File: config.mk
export PLATFORM = sky130hd
export DESIGN_NAME = vbr_pred_unit
export DESIGN_NICKNAME = d
export VERILOG_FILES = /design/src/rtl/vbr_pkg.sv /design/src/rtl/vbr_elem_cmp.sv /design/src/rtl/vbr_lane_gate.sv /design/src/rtl/vbr_taken_reduce.sv /design/src/rtl/vbr_pred_unit.sv
export SDC_FILE = /design/constraint.sdc
export NUM_CORES = 1
export LEC_CHECK = 0
export CORE_AREA = 2 2 211 213
export CTS_CLUSTER_DIAMETER = 100
export DETAILED_ROUTE_END_ITERATION = 7
export DIE_AREA = 0 0 213 215
export DONT_BUFFER_PORTS = 1
export SLEW_MARGIN = 20
export SYNTH_ARGS = -nofsm -noshare
export SYNTH_HDL_FRONTEND = slang
export SYNTH_SLANG_ARGS = --single-unit
File: constraint.sdc
create_clock -name clk -period 1.2 [get_ports clk]
set_clock_uncertainty 0.05 [all_clocks]
set_input_delay 0.06 -clock clk [delete_from_list [all_inputs] [get_ports clk]]
set_output_delay 0.06 -clock clk [all_outputs]
set_load 0.05 [all_outputs]
File: src/rtl/vbr_pkg.sv
package vbr_pkg;
   typedef enum logic [1:0] {
      PRIM_EQ = 2'b00,
      PRIM_NE = 2'b01,
      PRIM_LT = 2'b10,
      PRIM_LE = 2'b11
   } prim_e;

   localparam int OP_W = 3;
endpackage

File: src/rtl/vbr_elem_cmp.sv
module vbr_elem_cmp
   import vbr_pkg::*;
#(
   parameter int ELEM_W     = 32,
   parameter bit SIGNED_CMP = 1'b1
) (
   input  logic [ELEM_W-1:0] lhs,
   input  logic [ELEM_W-1:0] rhs,
   input  prim_e             prim,
   output logic              hit
);
   logic is_eq;
   logic is_lt;

   assign is_eq = (lhs == rhs);

   generate
      if (SIGNED_CMP) begin : g_signed
         assign is_lt = ($signed(lhs) < $signed(rhs));
      end else begin : g_unsigned
         assign is_lt = (lhs < rhs);
      end
   endgenerate

   always_comb begin
      unique case (prim)
         PRIM_EQ: hit = is_eq;
         PRIM_NE: hit = !is_eq;
         PRIM_LT: hit = is_lt;
         PRIM_LE: hit = is_lt || is_eq;
         default: hit = 1'b0;
      endcase
   end
endmodule

File: src/rtl/vbr_lane_gate.sv
module vbr_lane_gate #(
   parameter int NUM_ELEM = 8,
   localparam int CNT_W   = $clog2(NUM_ELEM + 1)
) (
   input  logic [CNT_W-1:0]    elem_cnt,
   input  logic [NUM_ELEM-1:0] en_mask,
   output logic [NUM_ELEM-1:0] active
);
   generate
      for (genvar i = 0; i < NUM_ELEM; i++) begin : g_lane
         localparam logic [CNT_W-1:0] IDX = CNT_W'(i);
         assign active[i] = en_mask[i] && (IDX < elem_cnt);
      end
   endgenerate
endmodule

File: src/rtl/vbr_taken_reduce.sv
module vbr_taken_reduce #(
   parameter int NUM_ELEM = 8
) (
   input  logic [NUM_ELEM-1:0] active,
   input  logic [NUM_ELEM-1:0] hits,
   output logic [NUM_ELEM-1:0] res,
   output logic                all_ok
);
   logic [NUM_ELEM-1:0] pass_or_idle;

   assign res          = active & hits;
   assign pass_or_idle = hits | ~active;
   assign all_ok       = (|active) && (&pass_or_idle);
endmodule

File: src/rtl/vbr_pred_unit.sv
module vbr_pred_unit
   import vbr_pkg::*;
#(
   parameter int  NUM_ELEM   = 8,
   parameter int  ELEM_W     = 32,
   parameter bit  SIGNED_CMP = 1'b1,
   localparam int CNT_W      = $clog2(NUM_ELEM + 1),
   localparam int VEC_W      = NUM_ELEM * ELEM_W
) (
   input  logic                clk,
   input  logic                rst_n,
   input  logic                start,
   input  logic [2:0]          cmp_op,
   input  logic [CNT_W-1:0]    elem_cnt,
   input  logic [NUM_ELEM-1:0] en_mask,
   input  logic [VEC_W-1:0]    src_a,
   input  logic [VEC_W-1:0]    src_b,
   output logic [NUM_ELEM-1:0] pred_out,
   output logic                taken,
   output logic                valid
);
   generate
      if (NUM_ELEM < 1 || NUM_ELEM > 64) begin : g_bad_num
         $error("vbr_pred_unit: NUM_ELEM must lie in 1..64");
      end
      if (ELEM_W < 2) begin : g_bad_width
         $error("vbr_pred_unit: ELEM_W must be at least 2");
      end
   endgenerate

   logic                swap;
   prim_e               prim;
   logic [NUM_ELEM-1:0] hits;
   logic [NUM_ELEM-1:0] active;
   logic [NUM_ELEM-1:0] res_d;
   logic                taken_d;

   assign swap = cmp_op[2];
   assign prim = prim_e'(cmp_op[1:0]);

   generate
      for (genvar i = 0; i < NUM_ELEM; i++) begin : g_elem
         logic [ELEM_W-1:0] a_el;
         logic [ELEM_W-1:0] b_el;
         assign a_el = src_a[i*ELEM_W +: ELEM_W];
         assign b_el = src_b[i*ELEM_W +: ELEM_W];

         vbr_elem_cmp #(
            .ELEM_W     (ELEM_W),
            .SIGNED_CMP (SIGNED_CMP)
         ) u_cmp (
            .lhs  (swap ? b_el : a_el),
            .rhs  (swap ? a_el : b_el),
            .prim (prim),
            .hit  (hits[i])
         );
      end
   endgenerate

   vbr_lane_gate #(.NUM_ELEM(NUM_ELEM)) u_gate (
      .elem_cnt (elem_cnt),
      .en_mask  (en_mask),
      .active   (active)
   );

   vbr_taken_reduce #(.NUM_ELEM(NUM_ELEM)) u_reduce (
      .active (active),
      .hits   (hits),
      .res    (res_d),
      .all_ok (taken_d)
   );

   always_ff @(posedge clk or negedge rst_n) begin
      if (!rst_n) begin
         pred_out <= '0;
         taken    <= 1'b0;
         valid    <= 1'b0;
      end else begin
         valid <= start;
         if (start) begin
            pred_out <= res_d;
            taken    <= taken_d;
         end
      end
   end

   AST_VALID_PULSE: assert property (@(posedge clk) disable iff (!rst_n)
      start |=> valid) else $error("valid missing after start");

   AST_HOLD_IDLE: assert property (@(posedge clk) disable iff (!rst_n)
      !$past(start) |-> ($stable(pred_out) && $stable(taken))) else $error("outputs moved without start");

   AST_MASKED_ZERO: assert property (@(posedge clk) disable iff (!rst_n)
      valid |-> ((pred_out & ~$past(en_mask)) == '0)) else $error("disabled lane set");

   AST_TAKEN_ALL: assert property (@(posedge clk) disable iff (!rst_n)
      (valid && taken) |-> (pred_out == $past(active) && pred_out != '0)) else $error("taken with failing lane");

   AST_EMPTY_COUNT: assert property (@(posedge clk) disable iff (!rst_n)
      (valid && $past(elem_cnt) == '0) |-> (!taken && pred_out == '0)) else $error("empty vector gave result");
endmodule

Word level (Yosys, flattened, before mapping):

Index checks and enable logic that the tools add are counted.

* register bits: 10
* input bits: 530
* output and inout bits: 10
* logic and storage cells: 85

* $lt $le $gt $ge: 16
* equal/unequal tests: 11
* multiplexer cells: 24
* bitwise gates (word level): 3
* reductions and logical operators: 28

Operator list (number)
* two-way mux 32 bit: 16
* == test 32 bit: 8
* < comparator 32 bit: 8
* one-hot mux 1 bit (4 select lines): 8
* < comparator 3 x 4 -> 1 bit, first input constant: 4
* logical AND 1 bit: 9
* AND 8 bit: 1
* logical NOT 1 bit: 8
* logical OR 1 bit: 8
* < comparator 1 x 4 -> 1 bit, first input constant: 2
* < comparator 2 x 4 -> 1 bit, first input constant: 2
* NOT 8 bit: 1
* bitwise OR 8 bit: 1
* AND reduction 8 bit: 1
* OR reduction 8 bit: 1
* == test 2 bit, second input constant: 2
* == test 2 x 1 -> 1 bit, second input constant: 1
* logical NOT 2 bit: 1

Longest topological paths before layout:

* depth after elaboration: 7
* depth in mapped cells: 13
* depth with buffers taken out: 10

Hierarchy:

Synthesis repeated with hierarchy kept, for this count alone.

* cell total of the unflattened synthesis: 1592
* area total of the unflattened synthesis: 13999.7 sq um

Modules (own cells, without submodules)
* vbr_pred_unit: times used 1, cells an instance 589, area an instance 6765.2 sq um, sequential area each 250.2 sq um
* vbr_elem_cmp at g_elem[0].u_cmp ...: times used 7, cells an instance 121, area an instance 874.6 sq um, sequential area each 0.0 sq um
* vbr_elem_cmp at g_elem[4].u_cmp: times used 1, cells an instance 121, area an instance 862.1 sq um, sequential area each 0.0 sq um
* vbr_taken_reduce: times used 1, cells an instance 21, area an instance 151.4 sq um, sequential area each 0.0 sq um
* vbr_lane_gate: times used 1, cells an instance 14, area an instance 98.8 sq um, sequential area each 0.0 sq um

Worst setup path before layout:

Ideal clock, no wire load.

* kind: input-to-reg
* from: input cmp_op[2]
* to: register taken
* setup time: 0.132 ns
* data arrival time: 3.259 ns
* data required time: 1.018 ns
* path slack: -2.241 ns
* cell stages on the path: 13
* buffers on the path: 3
* path through: clkbuf_1 > clkbuf_1 > clkbuf_1 > mux2_2 > ha_1 > nand4_1 > nor4_1 > nand2_1 > mux2i_1 > a31o_2 > or3_2 > o32ai_1 > o32ai_2

* cells in the longest elaborated chain, start to end: 7
* elaborated cells on any way between the ends: 59
* those cells by class: 8 x order compare; 8 x eq/ne; 24 x mux; 1 x bitwise; 18 x reduce/logical

Ends and longest elaborated chain
* start: declaration: RTL line vbr_pred_unit.sv:13 `input logic [2:0] cmp_op,`
* two-way mux 32 bit (on tied branches): RTL line vbr_pred_unit.sv:52, vbr_pred_unit.sv:53
* < comparator 32 bit or == test 32 bit (tied branches): RTL line vbr_elem_cmp.sv:19, vbr_elem_cmp.sv:15
* logical OR 1 bit or logical NOT 1 bit (tied branches): RTL line vbr_elem_cmp.sv:30, vbr_elem_cmp.sv:28
* one-hot mux 1 bit (4 select lines): RTL line vbr_elem_cmp.sv:26 `unique case (prim)`
* bitwise OR 8 bit (*): RTL line vbr_taken_reduce.sv:12 `assign pass_or_idle = hits | ~active;`
* AND reduction 8 bit (*): RTL line vbr_taken_reduce.sv:13 `assign all_ok = (|active) && (&pass_or_idle);`
* logical AND 1 bit (*): RTL line vbr_taken_reduce.sv:13
* end signal: assignment: RTL line vbr_pred_unit.sv:82 `taken <= taken_d;`
* end: declaration: RTL line vbr_pred_unit.sv:19 `output logic taken,`

Every way passes the cells marked *; elsewhere a longest branch is shown, timed or not.
A chain may end at the register's enable or synchronous reset.

Worst setup path in the final report:

* from: input cmp_op[2]
* to: register pred_out[5]

* cells in the longest elaborated chain, start to end: 5
* elaborated cells on any way between the ends: 8
* those cells by class: 1 x order compare; 1 x eq/ne; 3 x mux; 1 x bitwise; 2 x reduce/logical

Ends and longest elaborated chain
* two-way mux 32 bit (on tied branches): RTL line vbr_pred_unit.sv:52, vbr_pred_unit.sv:53
* < comparator 32 bit or == test 32 bit (tied branches): RTL line vbr_elem_cmp.sv:19, vbr_elem_cmp.sv:15
* logical OR 1 bit or logical NOT 1 bit (tied branches): RTL line vbr_elem_cmp.sv:30, vbr_elem_cmp.sv:28
* one-hot mux 1 bit (4 select lines) (*): RTL line vbr_elem_cmp.sv:26
* AND 8 bit (*): RTL line vbr_taken_reduce.sv:11 `assign res = active & hits;`
* end signal: assignment: RTL line vbr_pred_unit.sv:81 `pred_out <= res_d;`
* end: declaration: RTL line vbr_pred_unit.sv:18 `output logic [NUM_ELEM-1:0] pred_out,`

Marks and branches as above.

==> metrics.csv <==
stage,metric,value,unit
cells_and_area,Finished Layout Cells,1988,
worst_setup_path,WP data arrival,3.71,ns
sta,FMAX,276.9,MHz
floorplan,Initial Util,27.71,%
synthesis,Cell variety after synth,68,
clock_network,CTS Sinks,10,
place,post-placement cell count,1971,
place,gpl congestion,0.8696,
pwr,total power,6.436,mW
job,max-cap viol count,0,
sta,actual slew at the worst max-slew pin,1.704,ns
place,Place WS,-1.904,ns
sta,minimum clock period,3.612,ns
cells_and_area,nets,2180,
clock_network,CTS tree,yes,
global_route,GRT overflow,0,
detailed_routing,drt drc,0,
synthesis,"Avg Cell Area, Syn",9.026,sq um
clock_network,worst-case clock buffer depth,2,
worst_setup_path,worst reg2reg setup slack,0.34,ns
pwr,"IR drop worst, VDD",0.3658,mV
global_route,Total GRT Usage,15.98,%
cells_and_area,final instance area,14270,sq um
cells_and_area,P&R area growth vs syn,18.00,%
synthesis,"Top FF cell, synth",dfrtp_1,
synthesis,post-synthesis cell area,12100,sq um
cells_and_area,fraction of layout cells with a size suffix above 1,33.31,%
worst_setup_path,CP max-delay cell,mux2_2,
detailed_routing,post-route ant nets,0,
clock_network,Clock Pin Slew Worst Setup and Hold Paths,0.04,ns
pwr,P per Cell Area,450.9,nW/um^2
synthesis,Synth area leaders,"ha_1 (26%), mux2_2 (24%), mux2i_1 (22%)",
sta,Min Hold Slack,-0.1945,ns
floorplan,die area,45800,sq um
global_route,antenna violations before repair,2,
clock_network,TritonCTS buffer count,3,
synthesis,Yosys top cell area share,26.38,%
worst_setup_path,Worst Path Required,1.30,ns
synthesis,Post-synth top cells,"mux2i_1 (261), ha_1 (255), mux2_2 (255)",
place,Area after DPL,13500,sq um
sta,number of hold violations in the final report,8,
cells_and_area,fillcell total,4535,
sta,period utilisation layout,301.0,%
detailed_routing,Via-to-Cell Ratio,5.471,
detailed_routing,DR iter-0 viols,390,
synthesis,ys async rst share,100.0,%
floorplan,die width,213,um
synthesis,synth warn,0,
detailed_routing,vias after detailed routing,10880,
cells_and_area,multi-input logic area,12210,sq um
sta,Setup Total Neg Slack,-16.96,ns
worst_setup_path,Critical Path Sink Type,register,
place,detailed placer's ending HPWL,34230,um
clock_network,CTS Hold Bufs,1,
cells_and_area,fin util,32.70,%
sta,Final WS setup,-2.412,ns
synthesis,sequential fraction of the synthesis area,2.069,%
clock_network,H-tree depth,1,
clock_network,later-pin clock latency in the skew report,0.23,ns
worst_hold_path,hold path cells,0,
synthesis,number of synthesized register bits,10,
synthesis,most frequent cell after synthesis,mux2i_1,
floorplan,I/O pin total,540,
sta,Pins Over Slew Limit,133,
cells_and_area,Reg area,250.2,sq um
synthesis,Syn Inst Count,1340,
global_route,vias in the first global route,11070,
place,Port Buffers,0,
global_route,pin count of the biggest net entering global routing,513,
global_route,first-pass GRT wire length,58350,um
worst_setup_path,"critical path, cell by cell",mux2_2 -> ha_1 -> nand4_1 -> inv_1 -> a221oi_2 -> nor3b_1 -> or4_4 -> nand3_4 -> or3b_1 -> o21ai_0,
worst_setup_path,critical path peak fanout,512,
pwr,leak pwr,6.392,nW
sta,relative slew slack,-13.62,%
synthesis,post-synth net total,2125,
worst_setup_path,crit path launch type,primary input,
sta,RSZ-0062 raised after global routing,true,
worst_setup_path,CP max stage delay,0.75,ns
floorplan,Die H,215,um
detailed_routing,per-cell routed wire length,19.82,um
detailed_routing,1st-pass router iterations,4,
synthesis,dominant cell type by area after synthesis,ha_1,
worst_hold_path,min-delay worst type,primary input to register,
synthesis,Post-synth EDFFs,0,
floorplan,core box area,43640,sq um
clock_network,Clock Root Buffer,clkbuf_16,
status,failing checks,"negative hold slack, max-slew violations, negative setup slack",
sta,Setup-failing EPs final,9,
worst_setup_path,Worst Setup Path Type,primary input to register,
status,status,finished with violations,
worst_setup_path,worst reg2reg path depth,2,
floorplan,Core Rows,77,
detailed_routing,WL final,39410,um
[registers in the layout (all words and copies together), names as in the netlist]
register,flops
taken,1
valid,1
pred_out,8
[cell families (layout without fill, tap and decap cells)]
logic type	after synthesis	after routing	share of synthesized area (%)
XOR/XNOR	1	1	0.07242
flip-flops	10	10	2.069
AND/OR/NAND/NOR	227	227	10.25
buffers and inverters	91	144	3.393
adder cells (fa/ha/maj)	255	255	26.38
multiplexers	516	516	45.34
AO/OA/AOI/OAI	240	240	12.50
other	0	3	0
[repair_timing]
item / in CTS / in global routing
pin swaps: 41 / 17
setup buffers: 7 / 4
hold endpoints to repair: 18 / 8
endpoints found under the setup margin: 9 / 9
gates resized for setup: 79 / 22
[per-layer routing]
metal  GRT usage (%)  vias up  wire (um)
met5               0        -          0
met1           17.02     5036      15170
li1                -     5441          -
met3           3.814       40       3095
met2           31.25      359      20290
met4           3.333        0        849
[final timing paths]
check | to | startpoint
max | pred_out[5] | cmp_op[2]
min | valid | start
max reg2reg | pred_out[7] | pred_out[7]
min reg2reg | pred_out[4] | pred_out[4]
max in group asynchronous | pred_out[5] | rst_n
min in group asynchronous | pred_out[1] | rst_n
[cells in the final DEF (no fill, tap or decap), types with 6 or more instances in the layout]
| cell type | count |
|---|---|
| ha_4 | 29 |
| nor3_1 | 7 |
| nand2_1 | 58 |
| ha_1 | 226 |
| inv_1 | 28 |
| nand3_1 | 34 |
| mux2i_1 | 260 |
| o21ai_1 | 9 |
| a21o_1 | 7 |
| a21oi_1 | 107 |
| o211ai_1 | 8 |
| a21oi_2 | 6 |
| nand4_1 | 64 |
| dfrtp_1 | 10 |
| mux2_2 | 232 |
| buf_4 | 106 |
| nor2b_1 | 7 |
| a211oi_1 | 10 |
| nor2_1 | 11 |
| mux2_4 | 23 |
| a21boi_0 | 7 |
| o21ai_0 | 35 |
[worst max-delay path, delay by kind of cell]
family / cells / cell delay, ns
compound gates: 2 / 0.41
fa+ha+maj: 1 / 0.33
buf+inv: 1 / 0.09
mux: 1 / 0.75
simple gates: 5 / 1.28
[report_power, final]
part	total, mW	switching (mW)	internal, mW
clock	0.578	0.147	0.431
combinational	5.47	2.48	2.99
sequential	0.390	0.0188	0.371
[final cells by class]
class / count / area share [%]
multi-input combinational: 1239 / 85.56
timing repair buffer: 113 / 6.180
tap: 592 / 5.190
sequential: 10 / 1.753
inverter: 28 / 0.7364
clock buffer: 3 / 0.5260
antenna: 3 / 0.05260
Note: power is estimated with default switching activity, not from simulation.
